===== config.mk =====
export PLATFORM = sky130hd
export DESIGN_NAME = rxq_cascade
export DESIGN_NICKNAME = d
export VERILOG_FILES = /design/src/rtl/rxq_pkg.sv /design/src/rtl/rxq_stage.sv /design/src/rtl/rxq_link.sv /design/src/rtl/rxq_cascade.sv
export SDC_FILE = /design/constraint.sdc
export NUM_CORES = 1
export LEC_CHECK = 0
export BUFFER_PORTS_ARGS = -buffer_cell sky130_fd_sc_hd__buf_2
export CAP_MARGIN = 5
export CORE_ASPECT_RATIO = 0.5
export CORE_MARGIN = 2
export CORE_UTILIZATION = 55
export DETAILED_ROUTE_END_ITERATION = 6
export PLACE_DENSITY_LB_ADDON = 0.08
export SYNTH_ARGS = -nofsm -noshare
export SYNTH_HDL_FRONTEND = slang
export SYNTH_HIERARCHICAL = 1
export SYNTH_SLANG_ARGS = --single-unit

===== constraint.sdc =====
create_clock -name clk -period 5.1 [get_ports clk]
set_clock_uncertainty 0.2 [all_clocks]
set_input_delay 0.255 -clock clk [delete_from_list [all_inputs] [get_ports clk]]
set_output_delay 0.255 -clock clk [all_outputs]
set_load 0.1 [all_outputs]

===== src/rtl/rxq_pkg.sv =====
package rxq_pkg;

    typedef struct packed {
        logic cool;
    } rxq_link_state_t;

    typedef struct packed {
        logic ovf;
    } rxq_top_state_t;

endpackage


===== src/rtl/rxq_stage.sv =====
module rxq_stage #(
    parameter int WIDTH = 8,
    parameter int DEPTH = 16
) (
    input  logic             clk,
    input  logic             rst,
    input  logic             push,
    input  logic [WIDTH-1:0] din,
    input  logic             pop,
    output logic [WIDTH-1:0] dout,
    output logic             present,
    output logic             full
);
    localparam int PW = (DEPTH > 1) ? $clog2(DEPTH) : 1;
    localparam int CW = $clog2(DEPTH + 1);
    localparam logic [CW-1:0] CNT_MAX  = CW'(DEPTH);
    localparam logic [PW-1:0] PTR_LAST = PW'(DEPTH - 1);

    typedef struct {
        logic [WIDTH-1:0] mem [DEPTH];
        logic [PW-1:0]    rp;
        logic [PW-1:0]    wp;
        logic [CW-1:0]    cnt;
    } stage_state_t;

    stage_state_t st_d, st_q;

    logic do_push, do_pop;

    assign present = (st_q.cnt != '0);
    assign full    = (st_q.cnt == CNT_MAX);
    assign dout    = st_q.mem[st_q.rp];
    assign do_push = push && !full;
    assign do_pop  = pop && present;

    always_comb begin
        st_d = st_q;
        if (do_push) begin
            st_d.mem[st_q.wp] = din;
            st_d.wp = (st_q.wp == PTR_LAST) ? '0 : st_q.wp + 1'b1;
        end
        if (do_pop) begin
            st_d.rp = (st_q.rp == PTR_LAST) ? '0 : st_q.rp + 1'b1;
        end
        case ({do_push, do_pop})
            2'b10:   st_d.cnt = st_q.cnt + 1'b1;
            2'b01:   st_d.cnt = st_q.cnt - 1'b1;
            default: st_d.cnt = st_q.cnt;
        endcase
    end

    always_ff @(posedge clk) begin
        if (rst) begin
            st_q.rp  <= '0;
            st_q.wp  <= '0;
            st_q.cnt <= '0;
        end else begin
            st_q <= st_d;
        end
        st_q.mem <= st_d.mem;
    end

    // a push into a full stage leaves the count unchanged unless a pop happened
    p_full_drop_r6: assert property (@(posedge clk) disable iff (rst)
        (full && push && !pop) |=> full);

    // the occupancy never exceeds the depth
    p_cnt_bound_r1: assert property (@(posedge clk) disable iff (rst)
        st_q.cnt <= CNT_MAX);

endmodule


===== src/rtl/rxq_link.sv =====
module rxq_link
    import rxq_pkg::*;
(
    input  logic clk,
    input  logic rst,
    input  logic src_present,
    input  logic dst_full,
    output logic move
);
    rxq_link_state_t lk_d, lk_q;

    assign move = src_present && !dst_full && !lk_q.cool;

    always_comb begin
        lk_d      = lk_q;
        lk_d.cool = move;
    end

    always_ff @(posedge clk) begin
        if (rst) lk_q <= '0;
        else     lk_q <= lk_d;
    end

    // no transfer in the cycle right after a transfer
    p_no_back_to_back_r4: assert property (@(posedge clk) disable iff (rst)
        move |=> !move);

    // a transfer only when the source has data and the destination has room
    p_move_legal_r3: assert property (@(posedge clk) disable iff (rst)
        move |-> (src_present && !dst_full));

endmodule


===== src/rtl/rxq_cascade.sv =====
module rxq_cascade
    import rxq_pkg::*;
#(
    parameter int WIDTH       = 8,
    parameter int STAGE_DEPTH = 16,
    parameter int NUM_STAGES  = 5
) (
    input  logic                  clk,
    input  logic                  rst,
    input  logic                  wr_en,
    input  logic [WIDTH-1:0]      wr_data,
    input  logic                  rd_en,
    output logic [WIDTH-1:0]      rd_data,
    output logic                  data_avail,
    output logic [NUM_STAGES-1:0] stage_full,
    output logic                  overflow
);
    localparam int LAST = NUM_STAGES - 1;

    logic [WIDTH-1:0]      s_din  [NUM_STAGES];
    logic [WIDTH-1:0]      s_dout [NUM_STAGES];
    logic [NUM_STAGES-1:0] s_push, s_pop, s_present, s_full;

    rxq_top_state_t tp_d, tp_q;

    assign s_push[0]  = wr_en;
    assign s_din[0]   = wr_data;
    assign s_pop[LAST] = rd_en && s_present[LAST];

    generate
        for (genvar i = 0; i < NUM_STAGES; i++) begin : g_stage
            rxq_stage #(.WIDTH(WIDTH), .DEPTH(STAGE_DEPTH)) u_stage (
                .clk     (clk),
                .rst     (rst),
                .push    (s_push[i]),
                .din     (s_din[i]),
                .pop     (s_pop[i]),
                .dout    (s_dout[i]),
                .present (s_present[i]),
                .full    (s_full[i])
            );
        end
        for (genvar i = 0; i < LAST; i++) begin : g_link
            logic mv;
            rxq_link u_link (
                .clk         (clk),
                .rst         (rst),
                .src_present (s_present[i]),
                .dst_full    (s_full[i+1]),
                .move        (mv)
            );
            assign s_pop[i]    = mv;
            assign s_push[i+1] = mv;
            assign s_din[i+1]  = s_dout[i];
        end
    endgenerate

    always_comb begin
        tp_d = tp_q;
        if (wr_en && s_full[0]) tp_d.ovf = 1'b1;
    end

    always_ff @(posedge clk) begin
        if (rst) tp_q <= '0;
        else     tp_q <= tp_d;
    end

    assign rd_data    = s_dout[LAST];
    assign data_avail = s_present[LAST];
    assign stage_full = s_full;
    assign overflow   = tp_q.ovf;

    // overflow is sticky until reset
    p_ovf_sticky_r6: assert property (@(posedge clk) disable iff (rst)
        overflow |=> overflow);

    // overflow rises only after a write meets a full head stage
    p_ovf_cause_r6: assert property (@(posedge clk) disable iff (rst)
        $rose(overflow) |-> $past(wr_en && s_full[0]));

    // a read with nothing available leaves the tail empty
    p_empty_read_r7: assert property (@(posedge clk) disable iff (rst)
        (!data_avail && !s_push[LAST]) |=> !data_avail);

endmodule


# --- After elaboration in Yosys (flattened, before gate mapping) ---
# Cells that the tools add are included.
op_classes:
  n_reduce_logical: 44
  order_cmp: 15
  add_sub_neg: 20
  eq_ne: 25
  bitwise_logic: 10
  n_mux: 45
op_table:
  columns: ["cell", "count"]
  rows:
  - ["bitwise mux 128 bit", 5]
  - ["binary-select mux 8 bit (select 4 bit)", 5]
  - ["demux 8 bit (select 4 bit)", 5]
  - ["2-to-1 mux 8 bit", 15]
  - [">= comparator 5 bit, second input constant", 10]
  - ["inverter 4 -> 5 bit", 10]
  - ["case mux 5 bit (2 select lines)", 5]
  - ["adder 4 x 1 -> 4 bit, second input constant", 10]
  - ["== test 4 bit, second input constant", 10]
  - ["2-to-1 mux 4 bit", 10]
  - ["adder 5 x 1 -> 5 bit, second input constant", 5]
  - ["== test 5 bit, second input constant", 5]
  - ["logical AND 1 bit", 25]
  - ["< comparator 5 x 1 -> 1 bit, second input constant", 5]
  - ["nonzero test 5 bit", 5]
  - ["subtractor 5 x 1 -> 5 bit, second input constant", 5]
  - ["== test 2 x 1 -> 1 bit, second input constant", 5]
  - ["== test 2 bit, second input constant", 5]
  - ["nonzero test 2 bit", 5]
  - ["zero test 1 bit", 9]
totals:
  output_inout_bits: 15
  ff_bits: 710

# --- Longest topological paths before layout ---
# Gate-level depths: netlist (run 1).
logic_depth:
  word_depth: 7
  depth_mapped: 12
  mapped_depth_nobuf: 12

# --- Hierarchy ---
# Netlist (run 1), hierarchy kept.
modules_own_cells:
  columns: ["module", "n_inst", "cells_each", "area_per_inst_um2", "seq_area_each_um2"]
  rows:
  - ["rxq_stage at g_stage[0].u_stage ...", 4, 310, 5699.2, 4103.9]
  - ["rxq_stage at g_stage[4].u_stage", 1, 304, 5674.2, 4103.9]
  - ["rxq_link", 4, 3, 42.5, 20.0]
  - ["rxq_cascade", 1, 4, 35.0, 20.0]

# --- Worst setup path after synthesis (run 1) ---
# OpenSTA, ideal clock, no wires.
synth_timing:
  kind: "register to register"
  startpoint: "register g_stage[1].u_stage/st_q[0] in the netlist's numbering"
  endpoint: "register g_stage[1].u_stage/st_q[4] in the netlist's numbering"
  synth_period_minus_slack_ps: 4817
  setup_slack_ps: 283
  setup_ps: 123
  path_buffers: 0
  arrival_time_ps: 4494
  stages_incl_launch_ff: 13
  path_cell_list: "dfxtp_1 -> or4_4 -> nor2_1 -> nor3b_1 -> a21boi_2 -> inv_1 -> ha_1 -> inv_1 -> fa_1 -> nand2b_1 -> a21oi_1 -> mux2i_1 -> mux2_1"
synth_via:
  elab_chain_len: 7
  word_cells_on_any_way: 15
  classes_between: "2 x add/sub; 3 x eq/ne; 1 x mux; 9 x reduce/logical"
synth_rtl:
  columns: ["item", "line_no", "source"]
  rows:
  - ["from (decl)", "rxq_stage.sv:26", "stage_state_t st_d, st_q;"]
  - ["from (signal assigned)", "rxq_stage.sv:58", "st_q <= st_d;"]
  - ["== test 5 bit (*)", "rxq_stage.sv:31", "assign full = (st_q.cnt == CNT_MAX);"]
  - ["named net stage_full[1]", "rxq_cascade.sv:15", "output logic [NUM_STAGES-1:0] stage_full,"]
  - ["zero test 1 bit (*)", "rxq_link.sv:12", "assign move = src_present && !dst_full && !lk_q.cool;"]
  - ["logical AND 1 bit (*) (2 in series)", "rxq_link.sv:12", null]
  - ["named net g_link[0].mv", "rxq_cascade.sv:44", "logic mv;"]
  - ["logical AND 1 bit (*)", "rxq_stage.sv:33", "assign do_push = push && !full;"]
  - ["== test 2 x 1 -> 1 bit / == test 2 bit (equally long branches)", "rxq_stage.sv:45", "case ({do_push, do_pop})"]
  - ["case mux 5 bit (2 select lines) / nonzero test 2 bit (equally long branches)", null, null]
# Mark *: on every way through the listed nets, which the timed path passes. The rest lies on a longest branch.
# A chain may end at the register's enable or synchronous reset.

# --- Final worst setup path (run 1) ---
layout_timing:
  startpoint: "register g_stage[3].u_stage/st_q[1] in the netlist's numbering"
  endpoint: "register g_stage[2].u_stage/st_q[4] in the netlist's numbering"
layout_via:
  elab_chain_len: 7
  word_cells_on_any_way: 9
  classes_between: "3 x eq/ne; 1 x mux; 5 x reduce/logical"
layout_rtl:
  columns: ["item", "line_no", "source"]
  rows:
  - ["from (decl)", "rxq_stage.sv:26", null]
  - ["from (signal assigned)", "rxq_stage.sv:58", null]
  - ["== test 5 bit (*)", "rxq_stage.sv:31", null]
  - ["zero test 1 bit (*)", "rxq_link.sv:12", null]
  - ["logical AND 1 bit (*) (2 in series)", "rxq_link.sv:12", null]
  - ["named net g_link[2].mv", "rxq_cascade.sv:44", null]
  - ["logical AND 1 bit (*)", "rxq_stage.sv:34", "assign do_pop = pop && present;"]
  - ["named net g_stage[2].u_stage.do_pop", "rxq_stage.sv:28", "logic do_push, do_pop;"]
  - ["== test 2 x 1 -> 1 bit / == test 2 bit (equally long branches)", "rxq_stage.sv:45", null]
  - ["case mux 5 bit (2 select lines) / nonzero test 2 bit (equally long branches)", null, null]
  - ["to (signal assigned)", "rxq_stage.sv:58", null]
  - ["to (decl)", "rxq_stage.sv:26", null]
# Marks and branches as above.

==> run metrics, run 1 <==
WP data arrival=roughly 4.3 ns; Synth Area per Inst=approximately 18 um2; post-route cell area=approximately 32000 um2; initial core utilization=0.5541; Unique masters post-synth=43; combinational share of power=0.254; gr usage total=0.2122; DRC viols=0; Filler cells=approximately 3700; first-pass GRT wire length=86110 um; DIE AREA=54090 um2; initial antenna violation count=0; Wirelength per Cell=roughly 24 um; CTS tree=done; via/cell ratio=approximately 6; vias in the first global route=14578; Final Setup Violations=0; RSZ-0062 raised after global routing=no; Sw Share=0.3103; Crit path largest cell delay=between 0.7 and 0.8 ns; Worst Tran Pin Value=~1.2 ns; clock share of power=0.273; total number of vias=around 14000; io pins=27; Psw=5181 uW; Power, Total=16690 uW; cts bufs inserted=60; Clock Latency Late Sink=approximately 0.6 ns; Port Buffers=26; clock sink total=710; final std cells w/o fill=2360; syn nets=1622; Pleak=approximately 0.010 uW; Worst Setup End Kind=flip-flop; Buf/Inv on CP=1; layout cell share with drive strength beyond 1=0.2019; # nets final=~1700; GPL Wtd Cong=0.7795; DP HPWL=between 30000 and 40000 um; dpl cell area=between 20000 and 30000 um2; sequential power share=0.473; Post-synth top cells=640 x edfxtp_1, 160 x mux4_2, 159 x nor2_1; Async SR Flop Fraction=0; register area share after synthesis=0.7191; Post-CTS Resized=0; core area=slightly above 50000 um2; minimum clock period=about 3.9 ns; final number of hold-violating endpoints=0; 1st-pass router iterations=5; cells along the critical path=or4_4, nor2_1, nor3b_1, a21boi_2, ha_1, inv_1, fa_1, nand2b_1, a21oi_1, mux2i_1, mux2_1; f_max=approximately 250 MHz; max-slew violations=0; final WL=~56000 um; worst-path cell with the longest stage delay=nor3b_1; Worst Hold Class=input port to flip-flop; Pint=~12000 uW; Startpoint Class=flip-flop; number of diodes=0; placed insts=~2200; Die Wd=326.9 um; die height=165.5 um; Rel. slew slack=0.1759; post-route ant nets=0; root buf cell=clkbuf_16; Post-Syn Area=28680 um2; largest area contributor in the netlist=edfxtp_1; largest net degree at the start of global routing=85; worst-path fanout max=5; WS Path Type=flip-flop to flip-flop; Syn. warnings=6; top-count cell post-synth=edfxtp_1; number of synthesized flops with an enable pin=640; Area growth syn-to-layout=9.987%; status=completed; Final Cycle Share=0.7733; total of max-cap violations=0; Initial DRC Count=about 1300; post-synth top area share=0.6702; CTS H-tree depth=2; critical path required time=roughly 5.4 ns; Max IR drop VDD=roughly 0.00037 V; Synth Flop Type=edfxtp_1; Synth Register Bits=710; total grt overflow=0; Reg clk slew, reported paths=0.07 ns; Setup TNS=0 ns; Max Buffers Root-to-Sink=3; CP top delay family=simple AND/OR/NAND/NOR gates; FP Rows=59; Post-Synthesis Cells=about 1600; pwr dens=529.3 nW/um2; largest cells by area after synthesis=edfxtp_1 67%, mux4_2 13%, dfxtp_1 4.9%
routing by layer:
metal  GRT usage  up-vias  share of wire
li1            -     6339              -
met1      0.2833     7388           0.42
met2      0.3722      379           0.51
met3     0.03344       76          0.047
met4     0.05025        0          0.016
met5           0        -              0
worst register-to-register path, stage by stage (launching register included):
cell      delay, ns
dfxtp_1        0.43
or4_4          0.21
nor2_1         0.08
nor3b_1        0.79
a21boi_2       0.43
ha_1           0.31
inv_1          0.11
fa_1           0.42
nand2b_1       0.17
a21oi_1        0.16
mux2i_1        0.22
mux2_1         0.33
registers in the layout, indices dropped and copies added, names as in the netlist:
name,cells
g_link.u_link/lk_q,4
g_stage.u_stage/st_q,705
overflow,1
cell type report:
type | count | area (um2) | area share
flip-flops and latches | 710 | 20630 | 0.6540
multi-input cells | 742 | 7545 | 0.2392
clock buffers | 73 | 1572 | 0.04983
well taps | 701 | 877.1 | 0.02781
repair buffers | 61 | 420.4 | 0.01333
clock inverters | 40 | 376.6 | 0.01194
inverters | 33 | 123.9 | 0.003927
cells by family (layout without fill, tap and decap cells):
family,count (synthesis),after routing,share of synthesized area
AO/OA/AOI/OAI,168,168,0.04603
XOR/XNOR,20,20,0.006109
adder cells (fa/ha/maj),50,50,0.02313
buffers and inverters,108,207,0.01785
flip-flops,710,710,0.7191
multiplexers,189,189,0.1360
AND/OR/NAND/NOR,315,315,0.05188
worst paths after layout:
kind,start,end,slack (ns),cells past startpoint
setup / recovery,g_stage[3].u_stage/st_q[1],g_stage[2].u_stage/st_q[4],1.16,11
hold / removal,rst,g_stage[4].u_stage/st_q[2],0.03,2
setup reg to reg,g_stage[3].u_stage/st_q[1],g_stage[2].u_stage/st_q[4],1.16,11
hold reg to reg,g_link[0].u_link/lk_q,g_link[0].u_link/lk_q,0.23,1
placed cells by master, fill, tap and decap left out, drive strengths merged, types with 4 or more instances in the layout:
master,n
a311oi,5
xor2,19
nor4bb,5
clkbuf,73
buf,51
nor3,20
dfxtp,70
fa,5
ha,45
bufinv,7
nand2b,14
mux4,160
nor2b,10
nor2,159
a22oi,80
clkinv,27
or4,6
inv,36
mux2i,25
a21o,10
nor4b,4
mux2,4
nand2,70
a31oi,5
a21oi,32
nor3b,4
dlygate4sd3,10
o211ai,10
or3,5
edfxtp,640
a211oi,5
nor4,10
a21boi,10
a41oi,10
and2,6
what timing repair did:
| item | 4_1_cts | 5_1_grt |
|---|---|---|
| buffers inserted | 0 | 0 |
| hold endpoints to repair | 131 | 0 |
| hold buffers | 10 | 0 |
through the flow:
step	hold WS, ns	worst slack (ns)	util
2_1_floorplan	0.1271	0.2827	-
3_3_place_gp	0.2239	1.364	0.5699
3_5_place_dp	0.2287	1.182	0.5699
4_1_cts	0.009932	1.157	0.6095
5_1_grt	0.05865	0.9247	0.6095
6_report	0.03480	1.156	0.6095
power by group through the flow:
stage / clock, uW / combinational (uW) / sequential (uW)
floorplan: 0 / 3210 / 7790
global placement: 0 / 4060 / 7990
detailed placement: 0 / 4250 / 8040
CTS: 4650 / 4280 / 7910
global route: 4890 / 4620 / 7970
finish: 4560 / 4240 / 7900
No activity file was read; power rests on OpenSTA's default activity.
==> run 2: changes to the inputs <==
==> constraint.sdc (replaced) <==
create_clock -name clk -period 3.5 [get_ports clk]
set_clock_uncertainty 0.2 [all_clocks]
set_input_delay 0.175 -clock clk [delete_from_list [all_inputs] [get_ports clk]]
set_output_delay 0.175 -clock clk [all_outputs]
set_load 0.1 [all_outputs]
==> run metrics, run 2 (same netlist as run 1, synthesis figures left out) <==
status=completed (unchanged); final WL=56810 um (was 56120 um); Psw=7748 uW (was 5181 uW); die height=165.5 um (unchanged); root buf cell=clkbuf_16 (unchanged); Pint=17290 uW (was 11510 uW); 1st-pass router iterations=5 (unchanged); Worst Tran Pin Value=1.219 ns (was 1.227 ns); Placement Setup Slack=0.1359 ns (was 1.182 ns); Worst R2R End=g_stage[3].u_stage/st_q[4] (was g_stage[2].u_stage/st_q[4]); Power, Total=25040 uW (was 16690 uW); worst-path fanout max=5 (unchanged); final number of hold-violating endpoints=0 (unchanged); DP HPWL=35980 um (was 35590 um); Startpoint Class=flip-flop (unchanged); largest net degree at the start of global routing=85 (unchanged); initial core utilization=0.5541 (unchanged); Worst Setup End Kind=flip-flop (unchanged); Port Buffers=26 (unchanged); number of diodes=0 (unchanged); R2R setup slack=0.17 ns (was 1.16 ns); Max IR drop VDD=0.0005077 V (was 0.0003672 V); reg2reg path depth=11 (unchanged); via/cell ratio=5.988 (was 6.009); DIE AREA=54090 um2 (unchanged); WS Path Type=flip-flop to flip-flop (unchanged); total grt overflow=0 (unchanged); total number of vias=14395 (was 14182); commonest non-fill, non-tap cell in the layout=edfxtp_1 (unchanged); clock share of power=0.274 (was 0.273); Post-Route Utilization=0.6223 (was 0.6095); GPL Wtd Cong=0.7935 (was 0.7795); total of max-cap violations=0 (unchanged); max FFs per register=705 (unchanged); Max Buffers Root-to-Sink=3 (unchanged); Critical path destination=g_stage[3].u_stage/st_q[4] (was g_stage[2].u_stage/st_q[4]); vias in the first global route=14849 (was 14578); CTS H-tree depth=2 (unchanged); clock sink total=710 (unchanged); gr usage total=0.2147 (was 0.2122); critical path required time=3.80 ns (was 5.40 ns); initial antenna violation count=0 (unchanged); minimum clock period=3.330 ns (was 3.944 ns); most frequent cells in the layout=640 x edfxtp_1, 160 x mux4_2, 155 x nor2_1 (was 640 x edfxtp_1, 160 x mux4_2, 159 x nor2_1); crit path launch=g_stage[4].u_stage/st_q[0] (was g_stage[3].u_stage/st_q[1]); Reg clk slew, reported paths=0.07 ns (about the same); Clock Latency Late Sink=0.61 ns (about the same); FP Rows=59 (unchanged); Largest Register=g_stage.u_stage/st_q (unchanged); Area growth syn-to-layout=12.30% (was 9.987%); Filler cells=3651 (was 3697); Sw Share=0.3095 (was 0.3103); DRC viols=0 (unchanged); layout cell share with drive strength beyond 1=0.2402 (was 0.2019); # nets final=1719 (was 1670); Rel. slew slack=0.1811 (was 0.1759); RR Startpoint=g_stage[4].u_stage/st_q[0] (was g_stage[3].u_stage/st_q[1]); Initial DRC Count=1088 (was 1261); Die Wd=326.9 um (unchanged); f_max=300.3 MHz (was 253.6 MHz); post-route ant nets=0 (unchanged); Setup TNS=0 ns (unchanged); Final Cycle Share=0.9515 (was 0.7733); cts bufs inserted=60 (unchanged); sequential power share=0.455 (was 0.473); core area=51750 um2 (unchanged); first-pass GRT wire length=87360 um (was 86110 um); Wirelength per Cell=23.63 um (was 23.78 um); setup bufs post-CTS=0 (unchanged); Pleak=0.01040 uW (was 0.01006 uW); pwr dens=777.5 nW/um2 (was 529.3 nW/um2); combinational share of power=0.271 (was 0.254); PnR worst setup slack=0.1699 ns (was 1.156 ns); CTS tree=done (unchanged); io pins=27 (unchanged); max-slew violations=0 (unchanged); Final Setup Violations=0 (unchanged); Worst Hold Class=flip-flop to flip-flop (was input port to flip-flop); WP data arrival=3.63 ns (was 4.25 ns)
[run 2: cell types whose count changed in the layout (fill, tap and decap cells not counted), sizes merged]
| cell | change |
|---|---|
| buf | +47 |
| bufinv | +2 |
| clkbuf | -4 |
| clkinv | -2 |
| dlygate4sd3 | +2 |
| inv | -1 |
[run 2: how the worst min path moves through the flow]
stage	cells after the start	start	to	slack, ns
after floorplan	1	rst	g_stage[0].u_stage/st_q[12]	0.05
final	1	g_link[3].u_link/lk_q	g_link[3].u_link/lk_q	0.29
after global placement	2	overflow	overflow	0.24
after global routing	2	wr_data[1]	g_stage[0].u_stage/st_q[134]	0.30
after detailed placement	2	overflow	overflow	0.26
after CTS	2	wr_data[3]	g_stage[0].u_stage/st_q[80]	0.26
[run 2: routing by layer]
layer | track usage | routed length, um
met5 | 0 | 0
met4 | 0.06214 | 1460
met3 | 0.03285 | 2531
met2 | 0.3728 | 28830
met1 | 0.2862 | 23990
[run 2: per-stage QoR]
step	cell area [um2]	hold WS [ns]	cells
after floorplan	28810	0.04714	1560
after global placement	30060	0.2430	2284
after detailed placement	30060	0.2583	2284
after CTS	32200	0.2637	2404
after global routing	32200	0.3030	2404
final	32200	0.2944	2404
[run 2: critical path: stages (launching register included)]
cell,delay [ns]
dfxtp_1,0.47
or4_4,0.23
nor2_4,0.06
nor3b_4,0.36
a21boi_4,0.33
ha_2,0.27
inv_1,0.08
fa_2,0.34
nand2b_1,0.16
a21oi_2,0.14
mux2i_1,0.24
mux2_1,0.34
[run 2: power by group through the flow]
stage | Sequential (uW) | Combinational, uW | Clock, uW
after CTS | 11400 | 6840 | 7020
final | 11400 | 6780 | 6860
after global routing | 11500 | 7380 | 7370
after floorplan | 11400 | 4880 | 0
after detailed placement | 11600 | 6790 | 0
after global placement | 11500 | 6490 | 0
[run 2: area by class of cell]
class / instances / area (um2) / area share
inverter: 33 / 123.9 / 0.003846
sequential: 710 / 20630 / 0.6405
multi-input combinational: 742 / 7689 / 0.2388
clock inverter: 39 / 442.9 / 0.01375
timing repair buffer: 110 / 868.3 / 0.02696
clock buffer: 69 / 1577 / 0.04895
tap: 701 / 877.1 / 0.02724
[run 2: timing repair]
item	4_1_cts	5_1_grt
hold endpoints to repair	175	0
resized for setup	0	2
hold buffers	12	0
endpoints found under the setup margin	0	1
==> run 3: changes to the inputs <==
--- a/config.mk
+++ b/config.mk
@@ -5,13 +5,14 @@
 export SDC_FILE = /design/constraint.sdc
 export NUM_CORES = 1
 export LEC_CHECK = 0
-export BUFFER_PORTS_ARGS = -buffer_cell sky130_fd_sc_hd__buf_2
+export BUFFER_PORTS_ARGS = -buffer_cell sky130_fd_sc_hd__buf_4
 export CAP_MARGIN = 5
 export CORE_ASPECT_RATIO = 0.5
 export CORE_MARGIN = 2
 export CORE_UTILIZATION = 55
 export DETAILED_ROUTE_END_ITERATION = 6
 export PLACE_DENSITY_LB_ADDON = 0.08
+export RECOVER_POWER = 50
 export SYNTH_ARGS = -nofsm -noshare
 export SYNTH_HDL_FRONTEND = slang
 export SYNTH_HIERARCHICAL = 1
==> constraint.sdc (replaced) <==
create_clock -name clk -period 3.5 [get_ports clk]
set_clock_uncertainty 0.2 [all_clocks]
set_input_delay 0.175 -clock clk [delete_from_list [all_inputs] [get_ports clk]]
set_output_delay 0.175 -clock clk [all_outputs]
set_load 0.005 [all_outputs]
==> run metrics, run 3 (same netlist as run 1, synthesis figures left out) <==
GR Layer Usage met2=0.3719 (was 0.3728); Post-Route Utilization=0.6128 (was 0.6223); initial core utilization=0.5541 (unchanged); Port Buffers=26 (unchanged); 1st-pass router iterations=7 (was 5); critical path required time=3.80 ns (about the same); initial antenna violation count=0 (unchanged); Rel. slew slack=0.1513 (was 0.1811); minimum clock period=3.322 ns (was 3.330 ns); Max IR drop VDD=0.0003843 V (was 0.0005077 V); io pins=27 (unchanged); total number of vias=14259 (was 14395); Worst Setup End Kind=flip-flop (unchanged); cells along the critical path=or4_4, nor2_4, nor3b_2, a21boi_2, inv_1, ha_2, inv_1, fa_1, nand2b_1, a21oi_2, mux2i_1, mux2_1 (was or4_4, nor2_4, nor3b_4, a21boi_4, ha_2, inv_1, fa_2, nand2b_1, a21oi_2, mux2i_1, mux2_1); GPL Wtd Cong=0.7815 (was 0.7935); Global Route met3 Usage=0.03201 (was 0.03285); clock share of power=0.271 (was 0.274); pwr dens=752.7 nW/um2 (was 777.5 nW/um2); Worst Hold Class=flip-flop to flip-flop (unchanged); root buf cell=clkbuf_16 (unchanged); Placement Setup Slack=-0.02194 ns (was 0.1359 ns); CTS tree=done (unchanged); Pint=16840 uW (was 17290 uW); layout cell share with drive strength beyond 1=0.1982 (was 0.2402); final number of hold-violating endpoints=0 (unchanged); Psw=7025 uW (was 7748 uW); Setup TNS=0 ns (unchanged); most frequent cell on the critical path=inv_1; Worst Tran Pin Value=1.263 ns (was 1.219 ns); global routing's busiest layer=met2 (unchanged); cts bufs inserted=59 (was 60); number of diodes=0 (unchanged); total grt overflow=0 (unchanged); max FFs per register=705 (unchanged); Initial DRC Count=1390 (was 1088); die height=165.5 um (unchanged); Filler cells=3727 (was 3651); Pleak=0.01012 uW (was 0.01040 uW); status=completed (unchanged); first-pass GRT wire length=87340 um (was 87360 um); Clock Latency Late Sink=0.61 ns (about the same); final WL=56390 um (was 56810 um); combinational share of power=0.255 (was 0.271); Final Setup Violations=0 (unchanged); via/cell ratio=5.926 (was 5.988); FP Rows=59 (unchanged); Max Buffers Root-to-Sink=3 (unchanged); PnR worst setup slack=0.1776 ns (was 0.1699 ns); sequential power share=0.474 (was 0.455); CTS H-tree depth=2 (unchanged); Global Route met1 Usage=0.2905 (was 0.2862); RSZ-0062 raised after global routing=no; post-route cell area=31710 um2 (was 32200 um2); WS Path Type=flip-flop to flip-flop (unchanged); DRC viols=0 (unchanged); # nets final=1719 (unchanged); max-slew violations=0 (unchanged); final std cells w/o fill=2406 (was 2404); dpl cell area=29980 um2 (was 30060 um2); f_max=301.0 MHz (was 300.3 MHz); Crit path largest cell delay=0.57 ns (was 0.47 ns); total of max-cap violations=0 (unchanged); worst-path fanout max=5 (unchanged); Die Wd=326.9 um (unchanged); Startpoint Class=flip-flop (unchanged); most frequent cells in the layout=640 x edfxtp_1, 160 x mux4_2, 156 x nor2_1 (was 640 x edfxtp_1, 160 x mux4_2, 155 x nor2_1); Sw Share=0.2943 (was 0.3095); DP HPWL=35410 um (was 35980 um); post-route ant nets=0 (unchanged); vias in the first global route=14816 (was 14849); Area growth syn-to-layout=10.59% (was 12.30%); R2R setup slack=0.18 ns (was 0.17 ns); gr usage total=0.2137 (was 0.2147); DIE AREA=54090 um2 (unchanged); largest net degree at the start of global routing=85 (unchanged); Wirelength per Cell=23.44 um (was 23.63 um); placed insts=2283 (was 2284); core area=51750 um2 (unchanged); clock sink total=710 (unchanged); worst-path cell with the longest stage delay=or4_4 (was dfxtp_1); commonest non-fill, non-tap cell in the layout=edfxtp_1 (unchanged); WP data arrival=3.62 ns (was 3.63 ns); Final Cycle Share=0.9493 (was 0.9515); Largest Register=g_stage.u_stage/st_q (unchanged); Reg clk slew, reported paths=0.07 ns (about the same)
run 3: changes by cell type in the layout (fill, tap and decap cells not counted), moves of 5 or more:
cell and delta:
buf_4 -25, o211ai_1 +5, clkbuf_4 +7, o211ai_4 -5
clkbuf_1 +51, buf_2 -23, a21boi_4 -5
run 3: metal layers:
metal	routed length [um]	part of all wire	vias up
met5	0	0	-
met3	2269	0.040	90
met4	1039	0.018	0
met1	24580	0.44	7426
met2	28500	0.51	303
li1	-	-	6440
run 3: repair_timing:
item	CTS	global route
hold buffers	12	0
buffers inserted	0	1
pin swaps	0	1
hold endpoints to repair	176	0
endpoints found under the setup margin	2	4
gates resized for setup	4	8
run 3: layout make-up:
cell class / instances / area, um2 / share of cell area
Timing Repair Buffer: 111 / 711.9 / 0.02245
Sequential cell: 710 / 20620 / 0.6504
Clock buffer: 74 / 1563 / 0.04928
Inverter: 33 / 123.9 / 0.003906
Tap cell: 701 / 877.1 / 0.02766
Multi-Input combinational cell: 742 / 7506 / 0.2367
Clock inverter: 35 / 305.3 / 0.009627
run 3: power by group through the flow:
stage	Combinational (uW)	Sequential, uW	Clock, uW
2_1_floorplan	4130	11300	0
3_3_place_gp	6000	11400	0
6_report	6090	11300	6470
3_5_place_dp	6270	11500	0
4_1_cts	6330	11300	6600
5_1_grt	6680	11400	6940
run 3: per-stage QoR:
step / total power [uW] / hold slack [ns]
finish: 23870 / 0.2439
global route: 24990 / 0.2559
global placement: 17430 / 0.2251
floorplan: 15470 / 0.04714
CTS: 24260 / 0.1939
detailed placement: 17770 / 0.2250
run 3: worst paths after layout:
path | from | to | cells after the start
hold / removal | g_link[1].u_link/lk_q | g_link[1].u_link/lk_q | 1
setup reg to reg | g_stage[3].u_stage/st_q[1] | g_stage[3].u_stage/st_q[4] | 12
hold reg to reg | g_link[1].u_link/lk_q | g_link[1].u_link/lk_q | 1
setup / recovery | g_stage[3].u_stage/st_q[1] | g_stage[3].u_stage/st_q[4] | 12
run 3: worst max-delay path: cells and delay by family (launching register included):
kind / cells / cell delay [ns]
multiplexers: 2 / 0.59
AO/OA/AOI/OAI: 2 / 0.31
buffers and inverters: 2 / 0.16
AND/OR/NAND/NOR: 4 / 0.97
flip-flops: 1 / 0.36
adder cells (fa/ha/maj): 2 / 0.63
